## src/rtl/divtimer_pkg.sv

```systemverilog
// Shared definitions for the divided countdown timer.
package divtimer_pkg;
    typedef enum logic [1:0] {
        SEL_START = 2'd0,
        SEL_COUNT = 2'd1,
        SEL_DIV   = 2'd2,
        SEL_CTRL  = 2'd3
    } reg_sel_e;

    localparam int MASK_POS   = 16;
    localparam int REPEAT_POS = 17;
    localparam int SHIFT_W    = 3;

    // Gather the spread divide code and turn it into a shift amount.
    function automatic logic [SHIFT_W-1:0] div_to_shift(input logic [3:0] d);
        logic [SHIFT_W-1:0] code;
        code = {d[3], d[1], d[0]};
        return code + 3'd1;
    endfunction
endpackage

```

## src/rtl/divtimer_prescale.sv

```systemverilog
// Power-of-two clock prescaler.
// Emits a tick every 2^shift clocks. The restart input clears the phase.
// Assumes the shift may change at any time; a larger current phase ticks at once.
module divtimer_prescale #(
    parameter int SHIFT_W = 3
) (
    input  logic               clk,
    input  logic               rst_n,
    input  logic               restart,
    input  logic [SHIFT_W-1:0] shift,
    output logic               tick
);
    localparam int PRE_W = (1 << SHIFT_W) - 1;

    logic [PRE_W-1:0] phase;
    logic [PRE_W:0]   span;
    logic [PRE_W-1:0] limit;

    // Terminal phase value for the selected divide.
    always_comb begin
        span  = {{PRE_W{1'b0}}, 1'b1} << shift;
        limit = span[PRE_W-1:0] - {{(PRE_W-1){1'b0}}, 1'b1};
    end

    assign tick = (phase >= limit);

    // Advance the phase, wrapping on tick and clearing on restart.
    always_ff @(posedge clk) begin
        if (!rst_n || restart || tick) phase <= '0;
        else                           phase <= phase + 1'b1;
    end


    tick_clears_phase_chk: assert property (@(posedge clk) disable iff (!rst_n)
        tick |=> (phase == '0));
endmodule

```

## src/rtl/divtimer_count.sv

```systemverilog
// Down counter with repeat and single modes.
// Steps on tick. Reports expire_now when a tick would move it from 1 to 0.
// A load takes priority over a tick in the same cycle.
module divtimer_count #(
    parameter int CNT_W = 32
) (
    input  logic             clk,
    input  logic             rst_n,
    input  logic             load,
    input  logic [CNT_W-1:0] load_val,
    input  logic [CNT_W-1:0] start_val,
    input  logic             tick,
    input  logic             repeat_mode,
    output logic [CNT_W-1:0] count,
    output logic             expire_now
);
    localparam logic [CNT_W-1:0] ONE = CNT_W'(1);

    assign expire_now = tick && !load && (count == ONE);

    // Load, step down, reload in repeat mode, or hold at zero.
    always_ff @(posedge clk) begin
        if (!rst_n)                    count <= '0;
        else if (load)                 count <= load_val;
        else if (tick) begin
            if (count != '0)           count <= count - ONE;
            else if (repeat_mode)      count <= start_val;
        end
    end


    single_holds_zero_chk: assert property (@(posedge clk) disable iff (!rst_n)
        (!load && !repeat_mode && count == '0) |=> (count == '0));


    repeat_reloads_chk: assert property (@(posedge clk) disable iff (!rst_n)
        (!load && tick && repeat_mode && count == '0) |=> (count == $past(start_val)));


    load_wins_chk: assert property (@(posedge clk) disable iff (!rst_n)
        load |=> (count == $past(load_val)));
endmodule

```

## src/rtl/divtimer.sv

```systemverilog
// Divided countdown interrupt timer, top level.
// Holds the start, divide and control registers, connects the prescaler and
// the counter, and registers the one-cycle delivery request.
// Assumes DATA_W >= 18 and CNT_W <= DATA_W.
module divtimer
    import divtimer_pkg::*;
#(
    parameter int DATA_W = 32,
    parameter int CNT_W  = 32,
    parameter int VEC_W  = 8
) (
    input  logic              clk,
    input  logic              rst_n,
    input  logic              wr_en,
    input  logic [1:0]        wr_sel,
    input  logic [DATA_W-1:0] wr_data,
    input  logic [1:0]        rd_sel,
    output logic [DATA_W-1:0] rd_data,
    output logic [CNT_W-1:0]  cur_count,
    output logic              irq_valid,
    output logic [VEC_W-1:0]  irq_vector
);
    logic [CNT_W-1:0]   start_q;
    logic [3:0]         div_q;
    logic [VEC_W-1:0]   vec_q;
    logic               mask_q;
    logic               repeat_q;
    logic               ld_start;
    logic               tick;
    logic               expire_now;
    logic [SHIFT_W-1:0] shift;

    assign ld_start = wr_en && (wr_sel == SEL_START);
    assign shift    = div_to_shift(div_q);

    // Register writes from the simple write port.
    always_ff @(posedge clk) begin
        if (!rst_n) begin
            start_q  <= '0;
            div_q    <= '0;
            vec_q    <= '0;
            mask_q   <= 1'b0;
            repeat_q <= 1'b0;
        end else if (wr_en) begin
            case (wr_sel)
                SEL_START: start_q <= wr_data[CNT_W-1:0];
                SEL_DIV:   div_q   <= {wr_data[3], 1'b0, wr_data[1:0]};
                SEL_CTRL: begin
                    vec_q    <= wr_data[VEC_W-1:0];
                    mask_q   <= wr_data[MASK_POS];
                    repeat_q <= wr_data[REPEAT_POS];
                end
                default: ;
            endcase
        end
    end

    divtimer_prescale #(.SHIFT_W(SHIFT_W)) u_pre (
        .clk     (clk),
        .rst_n   (rst_n),
        .restart (ld_start),
        .shift   (shift),
        .tick    (tick)
    );

    divtimer_count #(.CNT_W(CNT_W)) u_cnt (
        .clk         (clk),
        .rst_n       (rst_n),
        .load        (ld_start),
        .load_val    (wr_data[CNT_W-1:0]),
        .start_val   (start_q),
        .tick        (tick),
        .repeat_mode (repeat_q),
        .count       (cur_count),
        .expire_now  (expire_now)
    );

    // Register the delivery request and capture its vector.
    always_ff @(posedge clk) begin
        if (!rst_n) begin
            irq_valid  <= 1'b0;
            irq_vector <= '0;
        end else begin
            irq_valid <= expire_now && !mask_q;
            if (expire_now) irq_vector <= vec_q;
        end
    end

    // Read multiplexer.
    always_comb begin
        rd_data = '0;
        case (rd_sel)
            SEL_START: rd_data = DATA_W'(start_q);
            SEL_COUNT: rd_data = DATA_W'(cur_count);
            SEL_DIV:   rd_data = DATA_W'(div_q);
            default: begin
                rd_data[VEC_W-1:0]  = vec_q;
                rd_data[MASK_POS]   = mask_q;
                rd_data[REPEAT_POS] = repeat_q;
            end
        endcase
    end


    irq_at_zero_chk: assert property (@(posedge clk) disable iff (!rst_n)
        irq_valid |-> (cur_count == '0));


    irq_single_cycle_chk: assert property (@(posedge clk) disable iff (!rst_n)
        irq_valid |=> !irq_valid || (start_q == '0 && 1'b0) || cur_count == '0 && $past(start_q) == '0);


    zero_start_idle_chk: assert property (@(posedge clk) disable iff (!rst_n)
        (start_q == '0 && !ld_start && cur_count == '0) |=> !irq_valid);
endmodule

```

## config.mk

```make
export PLATFORM = sky130hd
export DESIGN_NAME = divtimer
export DESIGN_NICKNAME = d
export VERILOG_FILES = /design/src/rtl/divtimer_pkg.sv /design/src/rtl/divtimer_prescale.sv /design/src/rtl/divtimer_count.sv /design/src/rtl/divtimer.sv
export SDC_FILE = /design/constraint.sdc
export NUM_CORES = 1
export LEC_CHECK = 0
export ABC_AREA = 1
export BUFFER_PORTS_ARGS = -buffer_cell sky130_fd_sc_hd__buf_4
export CAP_MARGIN = 20
export CORE_MARGIN = 8
export CORE_UTILIZATION = 35
export CTS_BUF_LIST = sky130_fd_sc_hd__clkbuf_4
export CTS_CLUSTER_SIZE = 10
export DETAILED_ROUTE_END_ITERATION = 10
export HOLD_SLACK_MARGIN = 0.15
export PLACE_DENSITY_LB_ADDON = 0.2
export SETUP_SLACK_MARGIN = 0.5
export SYNTH_ARGS = -nofsm -noshare
export SYNTH_HDL_FRONTEND = slang
export SYNTH_SLANG_ARGS = --single-unit
```

## constraint.sdc

```tcl
create_clock -name clk -period 3 [get_ports clk]
set_input_delay 0.6 -clock clk [delete_from_list [all_inputs] [get_ports clk]]
set_output_delay 0.6 -clock clk [all_outputs]
set_load 0.02 [all_outputs]
```

# Yosys cells after proc, flatten, opt, wreduce, memory -nomap -nowiden
# Index checks and enable logic that the tools add are counted.
# op_classes
addsub	4
n_eq_ne	5
shift	1
muxes	8
n_reduce_logical	18
n_lt_le_gt_ge	1
# op_table
cell	n
32-bit two-way mux	4
32-bit by 1-bit == test with 1-bit output, second input constant	1
32-bit nonzero test	1
32-bit by 1-bit subtractor with 32-bit output, second input constant	1
14-bit case mux with 2 select lines	1
8-bit case mux with 3 select lines	1
8-bit case mux with 2 select lines	1
2-bit AND reduction	4
7-bit by 1-bit adder with 7-bit output, second input constant	1
7-bit greater-or-equal comparator	1
1-bit by 3-bit << shifter with 7-bit output, first input constant	1
7-bit by 1-bit subtractor with 7-bit output, second input constant	1
2-bit == test, second input constant	3
2-bit case mux with 3 select lines	1
1-bit logical AND	4
2-bit logical NOT	2
3-bit by 1-bit adder with 3-bit output, second input constant	1
1-bit logical NOT	3
3-bit nonzero test	1
2-bit by 1-bit == test with 1-bit output, second input constant	1
1-bit logical OR	2
2-bit nonzero test	1
# word_totals
out_inout_bits	73
ff_bits	93
inputBits	39
elab_cells	46

# Longest topological paths before layout
# Gate-level depths: netlist of the first run.
# logic_depth
ltp_word	7
depth_mapped	19
depth_no_buf	19

# Hierarchy
# A second synthesis of the first run with hierarchy kept.
# unflattened
cells_unflattened	1028
area_unflattened_um2	6184.7
# by_module_without_submodules
module	seq_area_each_um2	cells_each	instances	area_each_um2
divtimer_count	640.6	515	1	2934.1
divtimer	1081.0	442	1	2752.6
divtimer_prescale	140.1	71	1	498.0

# Worst setup path after synthesis of the first run
# Ideal clock, no wire load.
# synth_timing
path_type	reg2reg
startpoint	reg div_q[1]
endpoint	reg u_cnt.count[10]
setup_slack_ns	0.175
required_time_ns	2.878
setup_ns	0.122
stages_incl_launch_ff	19
n_path_buf	1
synth_period_minus_slack_ns	2.825
arrival_ns	2.703
path_cell_list	dfxtp_1 > nand2_1 > inv_1 > ha_1 > nand3_1 > ha_1 > nand3_1 > nor3b_1 > xnor2_1 > ha_1 > nand2_1 > inv_1 > a21oi_1 > nand4_1 > nand2_2 > inv_2 > clkbuf_1 > o21ai_0 > a21oi_1
# synth_via
elab_chain_cells	6
# synth_lines
element	line_no	rtl
start, declared	divtimer.sv:24	logic [3:0] div_q;
start signal, assigned	divtimer.sv:47	SEL_DIV: div_q <= {wr_data[3], 1'b0, wr_data[1:0]};
3-bit by 1-bit adder with 3-bit output	divtimer_pkg.sv:18	return code + 3'd1;
1-bit by 3-bit << shifter with 7-bit output	divtimer_prescale.sv:21	span = {{PRE_W{1'b0}}, 1'b1} << shift;
7-bit by 1-bit subtractor with 7-bit output	divtimer_prescale.sv:22	limit = span[PRE_W-1:0] - {{(PRE_W-1){1'b0}}, 1'b1};
7-bit greater-or-equal comparator	divtimer_prescale.sv:25	assign tick = (phase >= limit);
2-bit nonzero test (no line)	n/a	
2-bit AND reduction (no line)	n/a	
end signal, assigned	divtimer_count.sv:24	else if (load) count <= load_val;
end signal, assigned	divtimer_count.sv:26	if (count != '0) count <= count - ONE;
end signal, assigned	divtimer_count.sv:27	else if (repeat_mode) count <= start_val;
end, declared	divtimer_count.sv:14	output logic [CNT_W-1:0] count,
# Every way passes these cells.
# A chain may end at the register's enable or synchronous reset.

# Worst setup path after layout of the first run
# layout_timing
startpoint	reg div_q[0]
endpoint	reg u_cnt.count[5]
# The elaborated chain is that of the path after synthesis.

==> results of run 1 <==
-- stage by stage --
| stage | hold slack (ns) | utilization | std cells | setup slack [ns] | total power (W) |
|---|---|---|---|---|---|
| after floorplan | 0.401 | - | 842 | 0.442 | 0.00310 |
| after global placement | 0.422 | 0.432 | 1143 | 0.141 | 0.00380 |
| after detailed placement | 0.428 | 0.432 | 1143 | 0.143 | 0.00380 |
| after CTS | 0.330 | 0.458 | 1170 | 0.295 | 0.00460 |
| after global routing | 0.325 | 0.476 | 1181 | 0.0151 | 0.00510 |
| final | 0.346 | 0.476 | 1181 | 0.208 | 0.00474 |
-- per-layer routing --
layer,share of wire,global-route usage,vias up,wire length [um]
li1,-,-,3003,-
met1,0.46,0.245,2786,8950
met2,0.47,0.317,184,9160
met3,0.065,0.0469,16,1280
met4,0.011,0.0481,0,207
met5,0,0,-,0
-- cell type report --
type | count | area [sq um] | share of cell area
multi-input cells | 604 | 3320 | 0.457
flip-flops and latches | 93 | 1870 | 0.257
repair buffers | 149 | 1280 | 0.176
inverters | 110 | 432 | 0.0594
well taps | 211 | 264 | 0.0363
clock buffers | 11 | 82.6 | 0.0114
clock inverters | 3 | 15.0 | 0.00207
-- path summary, 6_finish.rpt --
check	startpoint	to	slack, ns	cells after the start
setup reg to reg	div_q[0]	u_cnt.count[5]	0.21	19
hold / removal	wr_data[9]	start_q[9]	0.35	3
setup / recovery	div_q[0]	u_cnt.count[5]	0.21	19
hold reg to reg	vec_q[1]	vec_q[1]	0.48	2
-- cell usage after synthesis, types with 2 or more instances --
master	number
a21oi_1	68
a21oi_2	3
buf_1	2
buf_2	9
buf_6	3
clkbuf_1	22
dfxtp_1	93
ha_1	14
inv_1	106
inv_2	4
nand2_1	157
nand2_2	4
nand3_1	64
nand3b_1	2
nand4_1	10
nor2_1	104
nor2_2	5
nor2_4	4
nor3_1	5
o211ai_1	3
o21ai_0	99
o21ai_1	7
o221ai_1	7
o22ai_1	20
xnor2_1	4
xor2_1	18
-- repair_timing --
action                                  4_1_cts  5_1_grt
cloned                                        4        2
setup buffers                                 9        9
endpoints found under the setup margin       73       52
pin swaps                                    13       12
gates resized for setup                      46       41
-- state kept, by name (all words and copies together) (netlist names) --
signal / flops
irq_valid: 1
u_cnt.count: 32
irq_vector: 8
vec_q: 8
div_q: 3
u_pre.phase: 7
repeat_q: 1
start_q: 32
mask_q: 1
-- cells by family (layout without fill, tap and decap cells) --
kind of cell,Yosys count,count (layout),share of synthesized area
DFF,93,93,0.341
muxes,1,1,0.00183
buffers and inverters,146,273,0.106
adders and majority gates,14,14,0.0321
xor gates and xnor gates,22,22,0.0353
and+or+nand+nor,358,359,0.280
AOI/OAI and AO/OA,208,208,0.204
-- worst register-to-register path, cell delays in order, from the launching register on --
cell     delay [ns]
dfxtp_2        0.36
nand2_2        0.05
inv_2          0.07
ha_4           0.22
nand3_4        0.09
ha_4           0.15
nand3_4        0.09
nor3b_2        0.19
xnor2_1        0.09
ha_1           0.31
nand2_2        0.07
inv_2          0.09
nand3_4        0.10
nand4_1        0.17
nand2_4        0.11
buf_6          0.14
buf_12         0.13
buf_4          0.13
a21oi_2        0.11
a21oi_2        0.06
-- power groups by stage --
stage / combinational, W / clock (W) / sequential (W)
2_1_floorplan: 0.00142 / 0 / 0.00168
3_3_place_gp: 0.00217 / 0 / 0.00163
3_5_place_dp: 0.00218 / 0 / 0.00162
4_1_cts: 0.00237 / 0.000628 / 0.00160
5_1_grt: 0.00278 / 0.000686 / 0.00163
6_report: 0.00251 / 0.000619 / 0.00161
==> results.md, run 1 <==
- Post-Syn Area: 5460 sq um
- Yosys cell types: 31
- All-layer global routing usage: 0.192
- Post-synth top area cell: dfxtp_1
- Hold Vio Cnt, Final: 0
- Async S/R FF share, synth: 0
- Clock Power Share: 0.130
- Critical-path cell list: nand2_2 > inv_2 > ha_4 > nand3_4 > ha_4 > nand3_4 > nor3b_2 > xnor2_1 > ha_1 > nand2_2 > inv_2 > nand3_4 > nand4_1 > nand2_4 > buf_6 > buf_12 > buf_4 > a21oi_2 > a21oi_2
- Die ar.: 19900 sq um
- Crit Path Category: reg -> reg
- Seq/Total Area, Yosys: 0.341
- Starting Density: 0.358
- Worst Path Required: 3.39 ns
- Routed Antenna Nets: 0
- Worst Hold Class: in -> reg
- Post-layout nets: 1020
- Chip width: 141 um
- Total negative slack: 0 ns
- Design area: 7270 sq um
- Clock network latency to the later pin of the worst-skew pair: 0.48 ns
- PortBufs: 111
- Slew Limit Fails: 0
- Power per cell area: 652 nW/um^2
- CP peak stage delay: 0.36 ns
- Worst slew pin tran: 0.974 ns
- Top Ports: 112
- Initial antenna violation count: 0
- Sequential Power Share: 0.340
- Post-Syn Instances: 842
- Crit Path Max Fanout: 7
- Synth top area share: 0.341
- Internal power: 0.00253 W
- Die Y: 141 um
- Vias in the first global route: 5718
- Synth top area cells: dfxtp_1, nand2_1, o21ai_0, inv_1, nor2_1
- Final HPWL DP: 13500 um
- Sinks on the clock net: 93
- CTS max path bufs: 2
- Number of synthesis warnings: 0
- H-tree depth: 3
- Global-route wire length before repair: 30500 um
- Core Region: 15300 sq um
- Layout area overhead: 33.0%
- Root buf cell: clkbuf_4
- Worst path buffer plus inverter count: 5
- Leakage power: 3.23 nW
- DRT iter0 DRCs: 438
- Clk_skew: 0.0161 ns
- Syn_nets: 895
- Status: finished clean
- Clock slew at reported path FFs: 0.15 ns
- Ant diodes: 0
- Row cnt: 45
- Total grt overflow: 0
- Worst ir drop on vdd: 0.352 mV
- Gate power share: 0.530
- Drt wl/cell: 16.6 um
- DP Area: 6590 sq um
- Drt drc: 0
- Most used DFF post-synth: dfxtp_1
- # fillers: 1600
- Switch share: 0.466
- DRT Wirelength: 19600 um
- Crit-path leading delay family: simple AND/OR/NAND/NOR gates
- Largest net degree at the start of global routing: 60
- NetSw: 0.00221 W
- Final Wtd Congestion: 0.852
- Setup Viol. Count Final: 0
- Avg Inst Size Synth: 6.49 sq um
- Relative slew slack: 0.346
- Layout cell share with drive strength beyond 1: 0.251
- Fin crit share: 0.931
- Max Cap Violations: 0
- Hold Buf Count CTS: 0
- Post-synth EDFFs: 0
- Critical path's most frequent cell: nand3_4
- Startpoint Class: register
- Via Count: 5989
- CTS Buf Count: 9
- Critical path capture point type: register
- Most common cell after layout, fill and taps aside: nand2_1
- Final min period: 2.79 ns
- RSZ-0062 raised after global routing: yes
- Fmax: 358 MHz
- CTS tree: done
- DRT Pass-1 Iters: 5
- Critical Path Slowest Stage Cell: dfxtp_2
- Arr. time, crit path: 3.18 ns
- Most frequent cells in the layout: nand2_1, buf_4, inv_1
- Drt via density: 5.07
- Synth Register Bits: 93
Note: power is estimated with default switching activity, not from simulation.
==> inputs of run 2 (changes only) <==
CORE_MARGIN = 2   (was 8)
==> run 2 against run 1 <==
Net effect: design area fell by 2.3%; sequential share of layout area rose by 0.59 points; critical endpoint is now u_cnt.count[3]; worst setup slack improved by 0.074 ns; register-to-register slack improved by 0.07 ns; combinational power fell by 2%; die area fell by 16%; critical path depth rose by 1; clock-buffer cell count fell by 2; sequential power barely moved; fmax rose by 2.7%; global-route usage rose by 3.2 points; hold slack got worse by 0.0013 ns.
==> results.md, run 2 (synthesized netlist as in run 1, its figures left out) <==
- Total grt overflow: 0 (unchanged)
- Crit Path Category: reg -> reg
- Row cnt: 45 (unchanged)
- Via Count: 6054 (+1.1%)
- Initial antenna violation count: 0 (unchanged)
- Fmax: 368 MHz (+2.7%)
- CTS Buf Count: 9 (unchanged)
- Hold Buf Count CTS: 0 (unchanged)
- Sinks on the clock net: 93 (unchanged)
- Post-Place Worst Slack: 0.189 ns (+0.0469 ns)
- Clock network latency to the later pin of the worst-skew pair: 0.48 ns (about the same)
- All-layer global routing usage: 0.224 (+0.0321)
- Drt wl/cell: 16.2 um (-2.2%)
- DRT iter0 DRCs: 438 (unchanged)
- Setup ws final: 0.282 ns (+0.0740 ns)
- Clk_skew: 0.0170 ns (+0.000932 ns)
- Worst ir drop on vdd: 0.318 mV (-9.8%)
- Critical path's most frequent cell: nand2_2
- R2r startpoint: div_q[0]
- Status: finished clean
- Largest net degree at the start of global routing: 60 (unchanged)
- Relative slew slack: 0.513 (+0.167)
- Startpoint Class: register
- Slew Limit Fails: 0 (unchanged)
- Crit path from: div_q[0]
- Regs by FF count: start_q x32, u_cnt.count x32
- Ant diodes: 0 (unchanged)
- Top Ports: 112 (unchanged)
- Multi-input gate area: 3230 sq um (-2.7%)
- Critical Path Slowest Stage Cell: dfxtp_2
- Final HPWL DP: 12600 um (-6.5%)
- Routed Antenna Nets: 0 (unchanged)
- Drt via density: 5.26 (+3.6%)
- Most common cell after layout, fill and taps aside: nand2_1
- Layout cell share with drive strength beyond 1: 0.233 (-0.0171)
- Starting Density: 0.359 (+0.00133)
- Vias in the first global route: 5637 (-1.4%)
- Crit-path leading delay family: simple AND/OR/NAND/NOR gates
- Fin crit share: 0.906 (-0.0247)
- Clock slew at reported path FFs: 0.16 ns (about the same)
- Hold wc startpoint: wr_data[8]
- Layout area overhead: 30.0%
- Root buf cell: clkbuf_4
- Core Region: 15200 sq um (-0.37%)
- Total negative slack: 0 ns (unchanged)
- H-tree depth: 3 (unchanged)
- CTS tree: done
- CTS max path bufs: 2 (unchanged)
- Worst path buffer plus inverter count: 5 (unchanged)
- Drt drc: 0 (unchanged)
- Arr. time, crit path: 3.16 ns (-0.02 ns)
- Worst Hold Class: in -> reg
- DRT Pass-1 Iters: 5 (unchanged)
- Die Y: 129 um (-8.5%)
- Setup Viol. Count Final: 0 (unchanged)
- Worst Path Required: 3.44 ns (+0.05 ns)
- Power per cell area: 664 nW/um^2 (+1.7%)
- Crit Path Max Fanout: 8 (+1)
- CP peak stage delay: 0.37 ns (about the same)
- Die ar.: 16600 sq um (-16%)
- Leakage power: 3.17 nW (-1.8%)
- # fillers: 1640 (+2.5%)
- Global-route wire length before repair: 29200 um (-4.3%)
- Register area: 1870 sq um (unchanged)
- PortBufs: 111 (unchanged)
- Post-layout nets: 1012 (-0.78%)
- DRT Wirelength: 18700 um (-4.6%)
- Most frequent cells in the layout: nand2_1, buf_4, inv_1
- Hold Vio Cnt, Final: 0 (unchanged)
- Critical path capture point type: register
- Critical-path cell list: nand2_2 > inv_2 > ha_4 > nand3_4 > ha_4 > nand3_4 > nor3b_2 > xnor2_1 > ha_1 > nand2_2 > inv_2 > a21oi_2 > nand4_1 > nand2_4 > buf_6 > buf_12 > nand2_2 > nand3_2 > nand2_1 > inv_1
- Worst slew pin tran: 0.729 ns (-0.245 ns)
- Chip width: 129 um (-8.5%)
- Max Cap Violations: 0 (unchanged)
- R2r setup slk: 0.28 ns (+0.07 ns)
- Final Wtd Congestion: 0.876 (+2.8%)
- Final min period: 2.72 ns (-0.0740 ns)
- RSZ-0062 raised after global routing: yes
[run 2: tightest hold or removal path, stage by stage]
cell and delay [ns]:
buf_4 0.09, nand3_1 0.06, o21ai_0 0.06
[run 2: final timing paths]
check,endpoint,cells past startpoint
worst min register to register,irq_valid,1
worst min-delay path,start_q[8],3
worst max-delay path,u_cnt.count[3],20
worst max register to register,u_cnt.count[3],20
[run 2: layer usage]
metal  vias to the layer above  track usage  routed length (um)  part of all wire
met2                       207        0.373                8760              0.47
met1                      2832        0.304                8700              0.47
met3                        11       0.0437                1070             0.057
met4                         0       0.0416                 149            0.0080
met5                         -            0                   0                 0
li1                       3004            -                   -                 -
[run 2: area by class of cell]
| cell class | instances | area share |
|---|---|---|
| clock buffer | 9 | 0.00951 |
| clock inverter | 7 | 0.00704 |
| inverter | 110 | 0.0608 |
| multi-input combinational | 604 | 0.455 |
| sequential | 93 | 0.263 |
| tap | 188 | 0.0331 |
| timing repair buffer | 140 | 0.170 |
| timing repair inverter | 1 | 0.00106 |
[run 2: stage by stage]
step	hold WS (ns)	total power [W]	util	cells	area (sq um)
floorplan	0.401	0.00310	-	842	5530
global placement	0.419	0.00377	0.429	1117	6520
detailed placement	0.419	0.00378	0.429	1117	6520
CTS	0.316	0.00464	0.456	1144	6940
global route	0.335	0.00510	0.467	1152	7110
finish	0.344	0.00472	0.467	1152	7110
[run 2: where the power goes]
part,switching [W],internal (W)
sequential,0.000226,0.00138
combinational,0.00151,0.000967
clock,0.000467,0.000172
[run 2: repair_timing]
item | CTS | global route
cloned | 5 | 3
setup buffers | 6 | 5
pin swaps | 21 | 5
resized for setup | 46 | 24
setup endpoints to repair | 77 | 74
==> inputs of run 3 (changes only) <==
CORE_ASPECT_RATIO = 1.1   (was unset)
==> run 3 against run 2 <==
Net effect: highest routed layer unchanged; critical path type unchanged; cell count is 0.35% higher; critical path depth is 2 lower; utilization is 1.0 points lower; sequential share of layout area is 0.64 points higher; register-to-register slack worse by 0.04 ns; wire length is 3.0% lower; combinational power is 6% lower; largest power group unchanged.
==> results.md, run 3 (synthesized netlist as in run 1, its figures left out) <==
- Vias in the first global route: 5625 (-0.21%)
- Fmax: 363 MHz (-1.4%)
- Core Region: 15200 sq um (-0.20%)
- CTS max path bufs: 2 (unchanged)
- Critical Path Slowest Stage Cell: dfxtp_4
- Via Count: 5943 (-1.8%)
- Leakage power: 3.12 nW (-1.8%)
- Grt peak-use layer: met2
- Sequential Power Share: 0.348 (+0.008)
- Total negative slack: 0 ns (unchanged)
- Sinks on the clock net: 93 (unchanged)
- DRT Wirelength: 18100 um (-3.0%)
- Fin crit share: 0.919 (+0.0131)
- Top Ports: 112 (unchanged)
- Final min period: 2.76 ns (+0.0394 ns)
- Switch share: 0.467 (about the same)
- Drt drc: 0 (unchanged)
- Status: finished clean
- Most common cell after layout, fill and taps aside: nand2_1
- Die ar.: 16600 sq um (about the same)
- Drt wl/cell: 15.7 um (-3.3%)
- Worst Path Required: 3.39 ns (-0.05 ns)
- All-layer global routing usage: 0.219 (-0.00474)
- Layout cell share with drive strength beyond 1: 0.216 (-0.0176)
- Worst slew pin tran: 0.738 ns (+0.00903 ns)
- DRT iter0 DRCs: 424 (-3.2%)
- Startpoint Class: register
- Global-route wire length before repair: 28600 um (-2.1%)
- Regs by FF count: start_q x32, u_cnt.count x32
- GR Util met2: 0.374 (+0.00138)
- Layout area overhead: 27.0%
- Die Y: 135 um (+4.7%)
- Final HPWL DP: 12700 um (+0.81%)
- Clk_skew: 0.0292 ns (+0.0122 ns)
- Relative slew slack: 0.507 (-0.00604)
- Slew Limit Fails: 0 (unchanged)
- NetSw: 0.00214 W (-2.6%)
- Crit Path Max Fanout: 17 (+9)
- H-tree depth: 3 (unchanged)
- Clock Power Share: 0.144 (+0.009)
- Clock network latency to the later pin of the worst-skew pair: 0.48 ns (about the same)
- CTS tree: done
- Root buf cell: clkbuf_4
- Worst Hold Class: in -> reg
- DRT Pass-1 Iters: 5 (unchanged)
- Total grt overflow: 0 (unchanged)
- Initial antenna violation count: 1 (+1)
- Starting Density: 0.360 (+0.000711)
- Max Cap Violations: 0 (unchanged)
- Final Wtd Congestion: 0.843 (-3.7%)
- Hold Vio Cnt, Final: 0 (unchanged)
- Row cnt: 47 (+4.4%)
- Setup Viol. Count Final: 0 (unchanged)
- CP peak stage delay: 0.38 ns (about the same)
- Drt via density: 5.14 (-2.2%)
- Clock slew at reported path FFs: 0.17 ns (about the same)
- Most frequent cells in the layout: nand2_1, buf_4, nor2_1
- Critical-path cell list: nand2_2 > inv_2 > ha_4 > nand3_4 > ha_4 > nand3_4 > nor3b_2 > xnor2_1 > ha_1 > nand2_2 > inv_2 > nand3_1 > nand4_1 > nand2_4 > inv_8 > buf_12 > o21ai_1 > a21oi_1
- Met1 Use GR: 0.284 (-0.0209)
- PortBufs: 111 (unchanged)
- Worst ir drop on vdd: 0.358 mV (+13%)
- Internal power: 0.00245 W (-2.8%)
- M3 GR Usage: 0.0321 (-0.0116)
- Power per cell area: 661 nW/um^2 (-0.34%)
- Chip width: 123 um (-4.5%)
- Post-layout nets: 1007 (-0.49%)
- Critical path capture point type: register
- Crit Path Category: reg -> reg
- Gate power share: 0.508 (-0.017)
- Routed Antenna Nets: 0 (unchanged)
- RSZ-0062 raised after global routing: yes
- Arr. time, crit path: 3.14 ns (-0.02 ns)
- Largest net degree at the start of global routing: 60 (unchanged)
- Pwr Total: 0.00459 W (-2.7%)
- CTS Buf Count: 9 (unchanged)
==> run 3: cell count changes in the layout (fill, tap and decap cells not counted), sizes merged <==
cell,delta
buf,-2
clkinvlp,-3
inv,+1
diode,+1
nand2,-1
==> run 3: worst max-delay path: cells and delay by family (launching register included) <==
kind,cells,cell delay (ns)
fa+ha+maj,3,0.73
flops,1,0.38
simple gates,8,0.96
compound gates,2,0.19
buf+inv,4,0.31
xor+xnor,1,0.09
==> run 3: cell type report <==
cell class | count | area, sq um
fill | 1644 | 8230
tap | 196 | 245
clock inverter | 6 | 47.5
clock buffer | 10 | 75.1
inverter | 110 | 423
multi-input combinational | 603 | 3170
sequential | 93 | 1870
antenna | 1 | 2.50
timing repair buffer | 137 | 1110
==> run 3: stage by stage <==
| stage | hold slack [ns] | instance area (sq um) | std cells | setup WS (ns) | util |
|---|---|---|---|---|---|
| after floorplan | 0.401 | 5530 | 842 | 0.442 | - |
| after global placement | 0.411 | 6530 | 1126 | 0.166 | 0.430 |
| after detailed placement | 0.420 | 6530 | 1126 | 0.125 | 0.430 |
| after CTS | 0.324 | 6780 | 1149 | 0.261 | 0.447 |
| after global routing | 0.328 | 6940 | 1156 | 0.0326 | 0.457 |
| final | 0.349 | 6940 | 1156 | 0.243 | 0.457 |
==> run 3: worst paths after layout <==
check,startpoint,to,slack (ns),cells past startpoint
min,wr_data[29],start_q[29],0.35,3
min reg2reg,mask_q,irq_valid,0.45,1
max,div_q[1],u_cnt.count[30],0.24,18
max reg2reg,div_q[1],u_cnt.count[30],0.24,18
==> run 3: repair_timing <==
action,4_1_cts,5_1_grt
endpoints found under the setup margin,73,50
gates resized for setup,22,26
cloned,1,1
pin swaps,10,13
setup buffers,6,5
hold buffers,0,0
==> run 3: power by group through the flow <==
stage | registers (W) | clock network (W) | logic, W
floorplan | 0.00168 | 0 | 0.00142
global placement | 0.00162 | 0 | 0.00214
detailed placement | 0.00162 | 0 | 0.00216
CTS | 0.00159 | 0.000688 | 0.00225
global route | 0.00162 | 0.000731 | 0.00261
finish | 0.00160 | 0.000660 | 0.00233
==> run 3: metal layers <==
metal | vias to the layer above | wire length (um)
li1 | 2994 | -
met1 | 2750 | 7840
met2 | 183 | 8960
met3 | 16 | 1110
met4 | 0 | 224
met5 | - | 0
